### config.mk
export PLATFORM = sky130hd
export DESIGN_NAME = usbd_busrst_regs
export DESIGN_NICKNAME = d
export VERILOG_FILES = /design/src/rtl/usbd_br_pkg.sv /design/src/rtl/usbd_br_ctl.sv /design/src/rtl/usbd_br_devregs.sv /design/src/rtl/usbd_br_epregs.sv /design/src/rtl/usbd_busrst_regs.sv
export SDC_FILE = /design/constraint.sdc
export NUM_CORES = 1
export LEC_CHECK = 0
export ABC_AREA = 1
export CAP_MARGIN = 15
export CORE_UTILIZATION = 43
export CTS_CLUSTER_SIZE = 14
export DETAILED_ROUTE_END_ITERATION = 7
export HOLD_SLACK_MARGIN = 0.15
export PLACE_DENSITY = 0.76
export SYNTH_ARGS = -nofsm -noshare
export SYNTH_HDL_FRONTEND = slang
export SYNTH_SLANG_ARGS = --single-unit
### constraint.sdc
create_clock -name clk -period 0.8 [get_ports clk]
set_input_delay 0.16 -clock clk [delete_from_list [all_inputs] [get_ports clk]]
set_output_delay 0.16 -clock clk [all_outputs]
set_load 0.01 [all_outputs]
### src/rtl/usbd_br_pkg.sv
package usbd_br_pkg;
  typedef enum logic [2:0] {
    SEL_ADDR = 3'd0,
    SEL_IDX  = 3'd1,
    SEL_CSR  = 3'd2,
    SEL_IE   = 3'd3,
    SEL_IRQ  = 3'd4
  } reg_sel_e;

  // endpoint i is addressed by a write when the number matches and is in range
  function automatic logic ep_hit(input int unsigned ep, input int unsigned i,
                                  input int unsigned n_ep);
    return (ep == i) && (ep < n_ep);
  endfunction
endpackage

### src/rtl/usbd_br_ctl.sv
module usbd_br_ctl
  import usbd_br_pkg::*;
#(
  parameter int NUM_EP = 8,
  parameter int IDX_W  = 4
) (
  input  logic             bus_rst_i,
  input  logic             wr_en,
  input  logic [2:0]       wr_sel,
  input  logic [IDX_W-1:0] wr_ep,
  input  logic             clr_bit,
  output logic             addr_we,
  output logic             idx_we,
  output logic [NUM_EP-1:0] csr_we,
  output logic             ie_we,
  output logic             irq_clr
);
  reg_sel_e sel;
  logic     sw_ok;

  assign sel   = reg_sel_e'(wr_sel);
  assign sw_ok = wr_en && !bus_rst_i;  // reset wins over software

  assign addr_we = sw_ok && (sel == SEL_ADDR);
  assign idx_we  = sw_ok && (sel == SEL_IDX);
  assign ie_we   = sw_ok && (sel == SEL_IE);
  assign irq_clr = sw_ok && (sel == SEL_IRQ) && clr_bit;

  for (genvar i = 0; i < NUM_EP; i++) begin : g_we
    assign csr_we[i] = sw_ok && (sel == SEL_CSR) &&
                       ep_hit(int'(wr_ep), i, NUM_EP);
  end
endmodule

### src/rtl/usbd_br_devregs.sv
module usbd_br_devregs #(
  parameter int ADDR_W = 7,
  parameter int IDX_W  = 4
) (
  input  logic              clk,
  input  logic              rst_n,
  input  logic              bus_rst_i,
  input  logic              addr_we,
  input  logic              idx_we,
  input  logic              irq_clr,
  input  logic [ADDR_W-1:0] addr_d,
  input  logic [IDX_W-1:0]  idx_d,
  output logic [ADDR_W-1:0] func_addr,
  output logic [IDX_W-1:0]  ep_idx,
  output logic              rst_irq
);
  always_ff @(posedge clk or negedge rst_n) begin
    if (!rst_n) begin
      func_addr <= '0;
      ep_idx    <= '0;
      rst_irq   <= 1'b0;
    end else begin
      if (bus_rst_i) begin
        func_addr <= '0;
        ep_idx    <= '0;
        rst_irq   <= 1'b1;
      end else begin
        if (addr_we) func_addr <= addr_d;
        if (idx_we)  ep_idx    <= idx_d;
        if (irq_clr) rst_irq   <= 1'b0;
      end
    end
  end
endmodule

### src/rtl/usbd_br_epregs.sv
module usbd_br_epregs #(
  parameter int NUM_EP = 8,
  parameter int CSR_W  = 8
) (
  input  logic                    clk,
  input  logic                    rst_n,
  input  logic                    bus_rst_i,
  input  logic [NUM_EP-1:0]       csr_we,
  input  logic                    ie_we,
  input  logic [CSR_W-1:0]        wdata,
  input  logic [NUM_EP-1:0]       ie_d,
  output logic [NUM_EP*CSR_W-1:0] csr,
  output logic [NUM_EP-1:0]       ie,
  output logic [NUM_EP-1:0]       flush
);
  for (genvar i = 0; i < NUM_EP; i++) begin : g_ep
    always_ff @(posedge clk or negedge rst_n) begin
      if (!rst_n) begin
        csr[i*CSR_W +: CSR_W] <= '0;
        ie[i]                 <= 1'b1;
        flush[i]              <= 1'b0;
      end else begin
        flush[i] <= bus_rst_i;
        if (bus_rst_i) begin
          csr[i*CSR_W +: CSR_W] <= '0;
          ie[i]                 <= 1'b1;
        end else begin
          if (csr_we[i]) csr[i*CSR_W +: CSR_W] <= wdata;
          if (ie_we)     ie[i] <= ie_d[i];
        end
      end
    end
  end
endmodule

### src/rtl/usbd_busrst_regs.sv
module usbd_busrst_regs #(
  parameter int NUM_EP = 8,
  parameter int ADDR_W = 7,
  parameter int IDX_W  = 4,
  parameter int CSR_W  = 8
) (
  input  logic                    clk,
  input  logic                    rst_n,
  input  logic                    bus_rst_i,
  input  logic                    wr_en,
  input  logic [2:0]              wr_sel,
  input  logic [IDX_W-1:0]        wr_ep,
  input  logic [CSR_W-1:0]        wr_data,
  output logic [ADDR_W-1:0]       func_addr_o,
  output logic [IDX_W-1:0]        ep_idx_o,
  output logic [NUM_EP-1:0]       fifo_flush_o,
  output logic [NUM_EP*CSR_W-1:0] ep_csr_o,
  output logic [NUM_EP-1:0]       ep_ie_o,
  output logic                    rst_irq_o
);
  // named internal events, visible to the bound checker
  logic              addr_we, idx_we, ie_we, irq_clr;
  logic [NUM_EP-1:0] csr_we;

  usbd_br_ctl #(.NUM_EP(NUM_EP), .IDX_W(IDX_W)) u_ctl (
    .bus_rst_i(bus_rst_i), .wr_en(wr_en), .wr_sel(wr_sel), .wr_ep(wr_ep),
    .clr_bit(wr_data[0]), .addr_we(addr_we), .idx_we(idx_we),
    .csr_we(csr_we), .ie_we(ie_we), .irq_clr(irq_clr)
  );

  usbd_br_devregs #(.ADDR_W(ADDR_W), .IDX_W(IDX_W)) u_dev (
    .clk(clk), .rst_n(rst_n), .bus_rst_i(bus_rst_i),
    .addr_we(addr_we), .idx_we(idx_we), .irq_clr(irq_clr),
    .addr_d(wr_data[ADDR_W-1:0]), .idx_d(wr_data[IDX_W-1:0]),
    .func_addr(func_addr_o), .ep_idx(ep_idx_o), .rst_irq(rst_irq_o)
  );

  usbd_br_epregs #(.NUM_EP(NUM_EP), .CSR_W(CSR_W)) u_ep (
    .clk(clk), .rst_n(rst_n), .bus_rst_i(bus_rst_i),
    .csr_we(csr_we), .ie_we(ie_we), .wdata(wr_data),
    .ie_d(wr_data[NUM_EP-1:0]), .csr(ep_csr_o), .ie(ep_ie_o),
    .flush(fifo_flush_o)
  );
endmodule

# Word-level counts from Yosys, hierarchy flattened
# Cells that the tools add are included.
# W data, S select, Z words.
# word_totals
wordCells	108
input_bits	19
output_inout_bits	92
reg_bits	85
# op_classes
magnitude_cmp	1
mux	38
n_reduce_logical	38
eq_ne	11
# op_table
cell	count
$mux W8	16
$reduce_bool A2 Y1	12
$logic_and A1 B1 Y1	23
$mux W1	18
$eq A4 B3 Y1 const B	4
$mux W7	2
$eq A4 B2 Y1 const B	2
$mux W4	2
$eq A3 B2 Y1 const B	2
$eq A4 B1 Y1 const B	1
$logic_not A4 Y1	1
$lt A4 B4 Y1 const B	1
$eq A3 B1 Y1 const B	1
$eq A3 B3 Y1 const B	1
$logic_not A3 Y1	1
$logic_not A1 Y1	1

# Depth between registers and ports, before layout
# logic_depth
word_depth	6
depth_mapped	8
mapped_depth_nobuf	6

# Hierarchy
# Synthesis repeated with hierarchy kept, for this count alone.
# hier_totals
hier_cells	423
area_unflattened_um2	3722.3
# by_module_without_submodules
module	seq_area_each_um2	instances	cells_each	area_each_um2
usbd_br_epregs	1836.8	1	331	3031.7
usbd_br_devregs	300.3	1	52	509.2
usbd_br_ctl	0.0	1	40	181.4

# Least setup slack after synthesis
# OpenSTA, ideal clock, no wires.
# synth_path
path_type	input to register
from	in wr_sel[0]
to	reg u_ep.csr[40]
stages	8
t_required_ps	682
t_arrival_ps	982
n_path_buf	2
setup_ps	118
path_slack_ps	-300
cell_sequence	buf_2 > inv_1 > nand3_2 > nor2_8 > buf_8 > nand2_4 > nand3_1 > nand2_1
# synth_between
elab_chain_len	4
# synth_lines
element	line_no	source
start: declaration	usbd_busrst_regs.sv:11	input logic [2:0] wr_sel,
$eq A3 B2 Y1	usbd_br_ctl.sv:30	assign csr_we[i] = sw_ok && (sel == SEL_CSR) &&
$logic_and A1 B1 Y1 (2 in a row)	usbd_br_ctl.sv:30	
$reduce_bool A2 Y1 (no line)	n/a	
end signal: indexed assignment	usbd_br_epregs.sv:28	if (csr_we[i]) csr[i*CSR_W +: CSR_W] <= wdata;
end: declaration	usbd_br_epregs.sv:12	output logic [NUM_EP*CSR_W-1:0] csr,
# Every way passes these cells.
# A chain may end at the register's enable or synchronous reset.

==> insert_results.sql <==
INSERT INTO impl_metrics (metric_group, metric, value, unit) VALUES
('status', 'status', 'finished, violations left', ''),
('status', 'failed_checks', 'negative setup slack', ''),
('yosys', 'synth_compound_gate_area_share', '0.1623', '%'),
('floorplan', 'die_area', '9348', 'µm²'),
('yosys', 'ys_top_cells_by_count', 'sky130_fd_sc_hd__nand3_1 (156), sky130_fd_sc_hd__nand2_1 (107), sky130_fd_sc_hd__dfrtp_1 (77), sky130_fd_sc_hd__inv_1 (14)', ''),
('clock_network', 'tritoncts', 'yes', ''),
('timing', 'tmin_final', '1.219', 'ns'),
('yosys', 'synth.largest_area_cell', 'sky130_fd_sc_hd__dfrtp_1', ''),
('global_routing', 'globalRouteTotalUtil', '32.66', '%'),
('clock_network', 'numClockSinks', '85', ''),
('floorplan', 'height_of_the_die', '96.69', 'µm'),
('worst_setup_path', 'crit_arrival', '1.06', 'ns'),
('worst_setup_path', 'setup.worst_path.end_class', 'output port', ''),
('timing', 'report.final.setup_viol', '159', ''),
('yosys', 'synth.area.mux_share', '0', '%'),
('clock_network', 'cts_made_buffers', '9', ''),
('yosys', 'yosys.area_share.simple', '37.81', '%'),
('yosys', 'synthDominantCellAreaShare', '49.98', '%'),
('global_routing', 'global_route.overflow_total', '0', ''),
('power_and_ir_drop', 'p_leak', '3.816', 'nW'),
('timing', 'post-route-worst-setup-slack', '-0.4194', 'ns'),
('timing', 'rsz0062_at_grt', 'true', ''),
('timing', 'final-max-slew-violation-count', '0', ''),
('global_routing', 'grt_max_degree', '50', ''),
('route', 'drt-total-wl', '18.06', 'mm'),
('route', 'detailedRoute.firstPassIterationCount', '5', ''),
('global_routing', 'antenna_found_initial', '0', ''),
('min_path', 'min-delay-path-class', 'in -> reg', ''),
('yosys', 'synth_async_sr_flop_share', '100.0', '%'),
('min_path', 'timing.hold.worst_path_depth', '5', ''),
('clock_network', 'clock_insertion_delay_worst_skew', '0.36', 'ns'),
('place', 'post-dp-hpwl', '7.686', 'mm'),
('floorplan', 'placeableCoreArea', '8721', 'µm²'),
('run', 'cap_viol_max_count', '0', ''),
('route', 'antenna_violating_nets_post_route', '0', ''),
('clock_network', 'master_cell_of_the_clock_root_buffer', 'sky130_fd_sc_hd__clkbuf_8', ''),
('timing', 'period_share', '152.4', '%'),
('yosys', 'synth.ff_latch_count', '85', ''),
('global_routing', 'via_count_of_the_first_global_routing_pass', '4451', ''),
('yosys', 'ys.flop_type', 'sky130_fd_sc_hd__dfrtp_1', ''),
('yosys', 'syn-cell-area', '3855', 'µm²'),
('yosys', 'post_synth_fa_ha_maj_area_fraction', '0', '%'),
('floorplan', 'io_pins', '111', ''),
('clock_network', 'clk_path_buf_depth', '2', ''),
('timing', 'f_max', '0.8201', 'GHz'),
('timing', 'fin_skew', '0', 'ns'),
('route', 'drtIter0Drc', '348', ''),
('cells_and_area', 'n_fill_cell', '410', ''),
('yosys', 'yosys_warnings', '0', ''),
('yosys', 'post_synth_inst_count', '430', ''),
('worst_setup_path', 'crit_required', '0.64', 'ns'),
('yosys', 'synthesis.area_per_instance', '8.965', 'µm²'),
('place', 'place_worst_setup_slack', '-1.022', 'ns'),
('timing', 'max_slew.worst_pin.slew', '0.5706', 'ns'),
('timing', 'report.final.hold_viol_count', '0', ''),
('clock_network', 'cts.reportedPaths.clkPinSlew', '0.10', 'ns'),
('worst_setup_path', 'timing.setup.critical_path_class', 'reg -> out', ''),
('cells_and_area', 'area_growth_syn_to_layout', '89.03', '%'),
('yosys', 'number_of_nets_produced_by_synthesis', '449', ''),
('yosys', 'synth_top_family_by_area', 'simple AND/OR/NAND/NOR gates', ''),
('global_routing', 'grt_first_pass_wirelength', '23.82', 'mm'),
('cells_and_area', 'drive_above_1_share', '65.01', '%'),
('floorplan', 'die_width', '96.69', 'µm'),
('place', 'gp_congestion', '0.7920', ''),
('floorplan', 'initial_cell_density_of_the_core', '44.20', '%'),
('route', 'remaining_drc_errors', '0', ''),
('yosys', 'synth.distinct_cells', '21', ''),
('yosys', 'yosysSeqAreaShare', '55.44', '%'),
('yosys', 'synthMostInstantiatedCell', 'sky130_fd_sc_hd__nand3_1', ''),
('cells_and_area', 'finish.net_count', '697', ''),
('worst_setup_path', 'timing.reg2reg.worst_path_depth', '4', '');
-- layout by cell type (no fill, tap or decap), drive strengths merged --
cell,netlist,routed
clkbuf,1,10
bufbuf,0,3
nand3,157,157
bufinv,0,1
dlymetal6s2s,0,5
clkinv,1,4
inv,14,16
buf,29,252
clkinvlp,0,1
or2,2,3
nand4,4,4
nor2,21,21
a31oi,1,1
dfstp,8,8
nand2,115,115
dlygate4sd3,0,2
dlygate4sd2,0,3
dfrtp,77,77
-- worst paths after layout --
path	slack [ns]	to	from
max in group asynchronous	0.12	u_ep.ie[1]	rst_n
setup reg to reg	-0.13	u_ep.csr[13]	u_ep.csr[13]
setup / recovery	-0.42	fifo_flush_o[1]	u_ep.flush[0]
min in group asynchronous	0.20	u_ep.flush[0]	rst_n
hold reg to reg	0.50	u_ep.ie[3]	u_ep.ie[3]
hold / removal	0.17	u_ep.ie[7]	wr_data[7]
-- area by class of cell --
type | instances | area, µm² | share of cell area, %
timing repair buffer | 266 | 2461 | 33.77
multi-input combinational | 301 | 2276 | 31.23
sequential | 85 | 2138 | 29.34
tap | 108 | 135.1 | 1.854
clock buffer | 9 | 123.9 | 1.700
inverter | 15 | 78.83 | 1.082
clock inverter | 7 | 73.82 | 1.013
-- state kept, by name, indices dropped and copies added, names as in the netlist --
register         flops
u_dev.rst_irq        1
u_dev.func_addr      7
u_ep.flush           1
u_ep.ie              8
u_ep.csr            64
u_dev.ep_idx         4
-- power by group --
group | internal [mW] | switching, mW | total, mW
registers | 4.38 | 0.0551 | 4.43
logic | 0.664 | 0.878 | 1.54
clock network | 1.46 | 1.82 | 3.29
-- per-stage QoR --
stage / setup TNS, ns / power (mW) / cell area [µm²] / cells / hold slack [ns]
6_report: -30.76 / 9.264 / 7287 / 791 / 0.1744
5_1_grt: -34.30 / 9.490 / 7287 / 791 / 0.1902
4_1_cts: -28.68 / 8.875 / 6729 / 771 / 0.1522
3_5_place_dp: -100.10 / 5.480 / 5833 / 698 / 0.02399
3_3_place_gp: -96.96 / 5.456 / 5833 / 698 / 0.02422
2_1_floorplan: -18.64 / 4.964 / 4139 / 430 / -0.1356
-- critical path, cell delays in order, from the launching register on --
cell and delay (ns):
sky130_fd_sc_hd__dfrtp_2 0.45, sky130_fd_sc_hd__buf_6 0.13, sky130_fd_sc_hd__buf_6 0.11
-- cells by family after synthesis --
group,after synthesis
AOI/OAI and AO/OA,1
and+or+nand+nor,299
buffers and inverters,45
DFF,85
-- per-layer routing --
metal	vias to the layer above	share of wire (%)	GRT usage, %
met1	2238	36	40.21
met4	0	6.8	18.83
met2	353	48	54.55
met5	-	0	0
met3	115	8.7	5.130
li1	1941	-	-
-- timing repair --
| action | in CTS | in global routing |
|---|---|---|
| setup buffers | 54 | 42 |
| gates resized for setup | 536 | 104 |
| gates cloned | 9 | 1 |
| setup endpoints to repair | 176 | 175 |
| pin swaps | 47 | 64 |
| endpoints found under the hold margin | 85 | 1 |
| hold buffers | 1 | 1 |
(Power assumes the default switching activity.)
